### config.mk
export PLATFORM = sky130hd
export DESIGN_NAME = screen_readback
export DESIGN_NICKNAME = d
export VERILOG_FILES = /design/src/rtl/rb_pkg.sv /design/src/rtl/rb_rst_sync.sv /design/src/rtl/rb_bel_detect.sv /design/src/rtl/rb_ctrl.sv /design/src/rtl/rb_roll_gen.sv /design/src/rtl/screen_readback.sv
export SDC_FILE = /design/constraint.sdc
export NUM_CORES = 1
export LEC_CHECK = 0
export CAP_MARGIN = 40
export CELL_PAD_IN_SITES_DETAIL_PLACEMENT = 1
export CELL_PAD_IN_SITES_GLOBAL_PLACEMENT = 1
export CORE_ASPECT_RATIO = 0.9
export CORE_MARGIN = 2
export CORE_UTILIZATION = 14
export CTS_CLUSTER_DIAMETER = 150
export CTS_CLUSTER_SIZE = 8
export DETAILED_ROUTE_END_ITERATION = 8
export GPL_ROUTABILITY_DRIVEN = 0
export MAX_ROUTING_LAYER = met4
export PLACE_DENSITY_LB_ADDON = 0.1
export SKIP_CTS_REPAIR_TIMING = 1
export SLEW_MARGIN = 25
export SYNTH_ARGS = -nofsm -noshare
export SYNTH_HDL_FRONTEND = slang
export SYNTH_SLANG_ARGS = --single-unit
### constraint.sdc
create_clock -name clk -period 0.9 [get_ports clk]
set_input_delay 0.225 -clock clk [delete_from_list [all_inputs] [get_ports clk]]
set_output_delay 0.225 -clock clk [all_outputs]
set_load 0.02 [all_outputs]
### src/rtl/rb_pkg.sv
package rb_pkg;
  typedef enum logic [1:0] {
    RB_IDLE = 2'd0,
    RB_READ = 2'd1,
    RB_SEND = 2'd2
  } rb_state_t;
endpackage

### src/rtl/rb_rst_sync.sv
// Reset synchronizer: asserts asynchronously, releases after STAGES edges.
module rb_rst_sync #(
  parameter int STAGES = 2
) (
  input  logic clk,
  input  logic rst_n,
  output logic rst_sync_n
);
  logic [STAGES-1:0] chain_q;

  always_ff @(posedge clk or negedge rst_n) begin
    if (!rst_n) chain_q <= '0;
    else        chain_q <= {chain_q[STAGES-2:0], 1'b1};
  end

  assign rst_sync_n = chain_q[STAGES-1];
endmodule

### src/rtl/rb_bel_detect.sv
// Decodes the trigger byte, gated by the active-low test strap.
module rb_bel_detect #(
  parameter int              DATA_W = 8,
  parameter logic [DATA_W-1:0] CODE = 8'h07
) (
  input  logic              rx_valid,
  input  logic [DATA_W-1:0] rx_data,
  input  logic              strap_n,
  output logic              hit
);
  always_comb begin
    hit = rx_valid && (rx_data == CODE) && !strap_n;
  end
endmodule

### src/rtl/rb_ctrl.sv
// Sequencer: address phase, data phase, handshake, cursor step or finish.
module rb_ctrl
  import rb_pkg::*;
#(
  parameter int COLS  = 80,
  parameter int COL_W = 7
) (
  input  logic             clk,
  input  logic             rst_n,
  input  logic             hit,
  input  logic [COL_W-1:0] cur_col,
  input  logic             tx_ready,
  output logic             active,
  output logic             tx_valid,
  output logic             cur_inc,
  output logic             done,
  output logic [COL_W-1:0] mem_addr
);
  localparam logic [COL_W-1:0] LAST_COL = COL_W'(COLS - 1);

  rb_state_t state_q, state_d;
  logic      at_end;
  logic      take;

  always_comb begin
    at_end  = (cur_col >= LAST_COL);
    take    = (state_q == RB_SEND) && tx_ready;
    state_d = state_q;
    done    = 1'b0;
    cur_inc = 1'b0;
    unique case (state_q)
      RB_IDLE: if (hit) state_d = RB_READ;
      RB_READ: state_d = RB_SEND;
      RB_SEND: begin
        if (take) begin
          if (at_end) begin
            done    = 1'b1;
            state_d = RB_IDLE;
          end else begin
            cur_inc = 1'b1;
            state_d = RB_READ;
          end
        end
      end
      default: state_d = RB_IDLE;
    endcase
  end

  always_ff @(posedge clk or negedge rst_n) begin
    if (!rst_n) state_q <= RB_IDLE;
    else        state_q <= state_d;
  end

  assign active   = (state_q != RB_IDLE);
  assign tx_valid = (state_q == RB_SEND);
  assign mem_addr = cur_col;
endmodule

### src/rtl/rb_roll_gen.sv
// Registers the finish event into a one-cycle roll request.
module rb_roll_gen (
  input  logic clk,
  input  logic rst_n,
  input  logic done,
  output logic roll
);
  logic roll_q, roll_d;

  always_comb roll_d = done;

  always_ff @(posedge clk or negedge rst_n) begin
    if (!rst_n) roll_q <= 1'b0;
    else        roll_q <= roll_d;
  end

  assign roll = roll_q;
endmodule

### src/rtl/screen_readback.sv
module screen_readback #(
  parameter int COLS   = 80,
  parameter int COL_W  = 7,
  parameter int DATA_W = 8
) (
  input  logic              clk,
  input  logic              rst_n,
  input  logic              strap_n,
  input  logic              rx_valid,
  input  logic [DATA_W-1:0] rx_data,
  input  logic [COL_W-1:0]  cur_col,
  output logic              cur_inc,
  output logic [COL_W-1:0]  mem_addr,
  input  logic [DATA_W-1:0] mem_data,
  output logic              tx_valid,
  input  logic              tx_ready,
  output logic [DATA_W-1:0] tx_data,
  output logic              roll,
  output logic              active
);
  logic rst_int_n;
  logic hit;
  logic done;

  rb_rst_sync #(.STAGES(2)) u_rst (
    .clk        (clk),
    .rst_n      (rst_n),
    .rst_sync_n (rst_int_n)
  );

  rb_bel_detect #(.DATA_W(DATA_W), .CODE(DATA_W'(7))) u_bel (
    .rx_valid (rx_valid),
    .rx_data  (rx_data),
    .strap_n  (strap_n),
    .hit      (hit)
  );

  rb_ctrl #(.COLS(COLS), .COL_W(COL_W)) u_ctrl (
    .clk      (clk),
    .rst_n    (rst_int_n),
    .hit      (hit),
    .cur_col  (cur_col),
    .tx_ready (tx_ready),
    .active   (active),
    .tx_valid (tx_valid),
    .cur_inc  (cur_inc),
    .done     (done),
    .mem_addr (mem_addr)
  );

  rb_roll_gen u_roll (
    .clk   (clk),
    .rst_n (rst_int_n),
    .done  (done),
    .roll  (roll)
  );

  // Memory output is held while the address is held, so it feeds the link directly.
  assign tx_data = mem_data;
endmodule

### After elaboration in Yosys (flattened, before gate mapping)

Cells that the tools add are included.

* register bits: 5
* bits in latches: 0
* RAM bits: 0
* bits in read-only memories: 0
* input bits: 28
* output and inout bits: 19
* logic and storage cells: 26
* memories kept: 0

* add/sub/neg operators: 0
* multiply operators: 0
* div/mod/pow operators: 0
* $lt $le $gt $ge: 1
* equal/unequal tests: 5
* shifts and indexed selects: 0
* multiplexer cells: 10
* bitwise logic cells: 0
* reductions and logical operators: 7

Operator list (number)
* == test 8 x 3 -> 1 bit (second input constant): 1
* >= comparator 7 bit (second input constant): 1
* two-way mux 1 bit: 7
* case mux 2 bit (3 select lines): 1
* two-way mux 2 bit: 2
* logical AND 1 bit: 3
* == test 2 x 1 -> 1 bit (second input constant): 1
* == test 2 bit (second input constant): 1
* logical NOT 2 bit: 1
* inequality test 2 x 1 -> 1 bit (second input constant): 1
* inequality test 2 bit (second input constant): 1
* AND reduction 2 bit: 1
* nonzero test 2 bit: 1
* logical NOT 1 bit: 1

### Logic depth before layout (Yosys ltp)

* depth after elaboration: 5
* depth in mapped cells: 3
* gate-level depth less buffers: 3

### Cells and area by module

From an unflattened synthesis, not the netlist that was laid out.

* cells, all modules: 38
* area, all modules: 364.1 um^2

By module, submodules not included
* rb_ctrl: times used 1, cells each 23, area each 190.2 um^2, seq. area each 50.0 um^2
* screen_readback: times used 1, cells each 8, area each 60.1 um^2, seq. area each 0.0 um^2
* rb_rst_sync: times used 1, cells each 3, area each 53.8 um^2, seq. area each 50.0 um^2
* rb_bel_detect: times used 1, cells each 3, area each 35.0 um^2, seq. area each 0.0 um^2
* rb_roll_gen: times used 1, cells each 1, area each 25.0 um^2, seq. area each 25.0 um^2

### Worst setup path before layout

OpenSTA, ideal clock, no wires.

* kind: register to output
* start: register u_ctrl.state_q[0]
* end: output port cur_inc
* data arrival time: 1.048 ns
* data required time: 0.675 ns
* path slack: -0.373 ns
* stages on the path, launching flop included: 4
* buffers on the path: 0
* cells stage by stage: dfrtp_1 -> and2b_2 -> nand2_1 -> nor2_1

* cells in the longest elaborated chain, start to end: 4

RTL lines
* start: declaration: line rb_ctrl.sv:21 `rb_state_t state_q, state_d;`
* start signal: assignment: line rb_ctrl.sv:51 `else state_q <= state_d;`
* == test 2 bit (*)
* named net tx_valid: line screen_readback.sv:15 `output logic tx_valid,`
* logical AND 1 bit: line rb_ctrl.sv:27 `take = (state_q == RB_SEND) && tx_ready;`
* two-way mux 1 bit: line rb_ctrl.sv:35 `if (take) begin`
* two-way mux 1 bit (*): line rb_ctrl.sv:31 `unique case (state_q)`
* end: declaration: line screen_readback.sv:12 `output logic cur_inc,`

Mark *: on every way through the listed nets, which the timed path passes. The rest lies on a longest branch.

### Final worst setup path

* start: register u_ctrl.state_q[1]
* end: output port tx_valid

* cells in the longest elaborated chain, start to end: 1

RTL lines
* == test 2 bit: line rb_ctrl.sv:55 `assign tx_valid = (state_q == RB_SEND);`
* end: declaration: line screen_readback.sv:15

Every way passes these cells.

==> results.sh <==
export IMPL_rsz0062_at_grt="yes"
export IMPL_synthesis_area_um2=364.1
export IMPL_portBuffers=30
export IMPL_critical_path_class="flip-flop to output pin"
export IMPL_n_antenna_cell=0
export IMPL_die_x_um=57.76
export IMPL_setup_viol=7
export IMPL_drv_cap=0
export IMPL_placed_area_um2=641.9
export IMPL_netlist_top_cells_area="dfrtp_1 34%, buf_4 31%, nor4b_4 6.5%"
export IMPL_area_delta_synth_final_pct=101.7
export IMPL_die_h_um=52.38
export IMPL_cts_path_max_buffers=2
export IMPL_min_period_ns=1.364
export IMPL_layout_drive_gt1_share_pct=39.06
export IMPL_hold_viol=0
export IMPL_post_synth_top_area_cell="dfrtp_1"
export IMPL_drv_slew=0
export IMPL_fin_ws_ns=-0.4644
export IMPL_hold_path_class="flip-flop to asynchronous set/reset pin"
export IMPL_io_pins=47
export IMPL_drt_pre_antenna_iters=1
export IMPL_drtIter0Drc=0
export IMPL_clock_sinks=5
export IMPL_grt_pass1_vias=343
export IMPL_final_cells=92
export IMPL_numCtsBuffers=3
export IMPL_rr_startpoint="u_ctrl.state_q[0]$_DFFE_PN0P_"
export IMPL_endpoint_kind="output pin"
export IMPL_ant_nets=0
export IMPL_grtUsageTotal_pct=7.668
export IMPL_synth_edf_count=0
export IMPL_status="finished, violations left"
export IMPL_yosys_area_top_type_share_pct=34.36
export IMPL_syn_area_per_cell_um2=9.841
export IMPL_nNetsFinal=93
export IMPL_startpoint_type="flip-flop"
export IMPL_yosysWarnings=0
export IMPL_r2r_end="u_ctrl.state_q[0]$_DFFE_PN0P_"
export IMPL_tns_ns=-2.023
export IMPL_wire_per_inst_um=11.87
export IMPL_ys_ff_latch=5
export IMPL_insertion_delay_ns=0.25
export IMPL_synth_most_common_cell="buf_4"
export IMPL_grt_pass1_wl_um=1580
export IMPL_max_freq_mhz=732.9
export IMPL_syn_inst=37
export IMPL_violations="negative setup slack"
export IMPL_syn_num_nets=65
export IMPL_rows=17
export IMPL_crit_path_max_fanout=4
export IMPL_viasPerCell=3.685
export IMPL_route_detailed_drc=0
export IMPL_initial_core_util_pct=14.76
export IMPL_clock_skew_ns=0.002939
export IMPL_p_leak_nw=0.4206
export IMPL_async_flop_share_pct=100.0
export IMPL_path_clk_slew_ns=0.05
export IMPL_antenna_found_initial=0
export IMPL_reg2reg_depth=5
export IMPL_crit_start="u_ctrl.state_q[1]$_DFFE_PN0P_"
export IMPL_dp_cells=86
export IMPL_synth_main_ff_cell="dfrtp_1"
export IMPL_stdcell_area_um2=734.5
export IMPL_vias=339
export IMPL_finalPower_w=0.0008800
export IMPL_cts_tree="built"
export IMPL_finalWirelength_um=1092
export IMPL_pwr_density_cell_nw_per_um2=1198
export IMPL_synthDistinctLibCells=18
export IMPL_min_period_over_period_pct=151.6
export IMPL_yosysSeqAreaShare_pct=34.36
export IMPL_grt_max_degree=5
export IMPL_die_area_um2=3025
export IMPL_ctsHtreeMaxLevel=1
export IMPL_r2r_slack_ns=-0.36
export IMPL_core_um2=2467
export IMPL_grt_overflow_total=0
export IMPL_synth_common_cells="15 x buf_4, 5 x dfrtp_1, 2 x nor2_1"
export IMPL_cp_arrival_ns=1.14
export IMPL_ir_worst_vdd_mv=0.9485
export IMPL_root_buffer="clkbuf_4"
export IMPL_dp_hpwl_um=883.6
export IMPL_worstPathRequired_ns=0.67
## critical path: stages (launching register included)
cell and delay (ns):
dfrtp_1 0.40, and2b_2 0.23, buf_4 0.15, buf_6 0.12
## per-layer routing
metal / track usage (%) / up-vias / routed length, um / share of wire (%)
li1: - / 161 / - / -
met1: 8.160 / 147 / 404 / 37
met2: 10.61 / 23 / 557 / 51
met3: 3.210 / 8 / 92 / 8.4
met4: 7.364 / 0 / 37 / 3.4
met5: - / - / 0 / 0
## sequential cells by signal, indices dropped and copies added (netlist names)
name	cells
u_roll.roll	1
u_ctrl.state_q	2
u_rst.chain_q	2
## stage by stage
| step | setup slack (ns) | hold WS, ns | utilization [%] |
|---|---|---|---|
| after floorplan | -0.2618 | -0.07059 | - |
| after global placement | -0.9860 | 0.04878 | 26.01 |
| after detailed placement | -0.9979 | 0.04768 | 26.01 |
| after CTS | -0.9978 | 0.05291 | 27.08 |
| after global routing | -0.5371 | 0.06018 | 29.77 |
| final | -0.4644 | 0.04991 | 29.77 |
## cells by family after synthesis
kind of cell	Yosys count	share of synthesized area, %
buffers and inverters	16	31.96
and+or+nand+nor	12	27.15
DFF	5	34.36
AOI/OAI and AO/OA	3	5.499
other	1	1.030
## cells in the final DEF (no fill, tap or decap)
cell             count
clkdlybuf4s50_1     12
dlymetal6s2s_1      11
buf_6                8
buf_4                7
dfrtp_1              5
clkbuf_4             3
or2_4                1
and2b_2              1
nor2_1               1
nand4_1              1
a21boi_2             1
and3_1               1
nand2_4              1
nor2_4               1
nor4b_4              1
nor4b_2              1
nor4bb_1             1
nand3_1              1
a22oi_1              1
inv_1                1
nand2b_1             1
o21ai_1              1
clkbuf_1             1
conb_1               1
## report_power, final
part / switching, W / internal, W
Clock: 0.000102 / 0.000168
Combinational: 0.000133 / 0.000222
Sequential: 0.0000131 / 0.000242
Total: 0.000248 / 0.000632
## worst max-delay path by stage
stage                     endpoint  slack, ns  cells past startpoint
after floorplan            cur_inc      -0.26                      3
after detailed placement   cur_inc       -1.0                      5
after global routing       cur_inc      -0.54                      4
after CTS                  cur_inc       -1.0                      5
after global placement     cur_inc      -0.99                      5
final                     tx_valid      -0.46                      3
## final cells by class
class / count / area, um2
Fill cell: 287 / 1733
Tap cell: 28 / 35.03
Multi-Input combinational cell: 16 / 143.9
Sequential cell: 5 / 125.1
Inverter: 1 / 3.754
Timing Repair Buffer: 38 / 400.4
Clock buffer: 4 / 26.28
(Power assumes the default switching activity.)
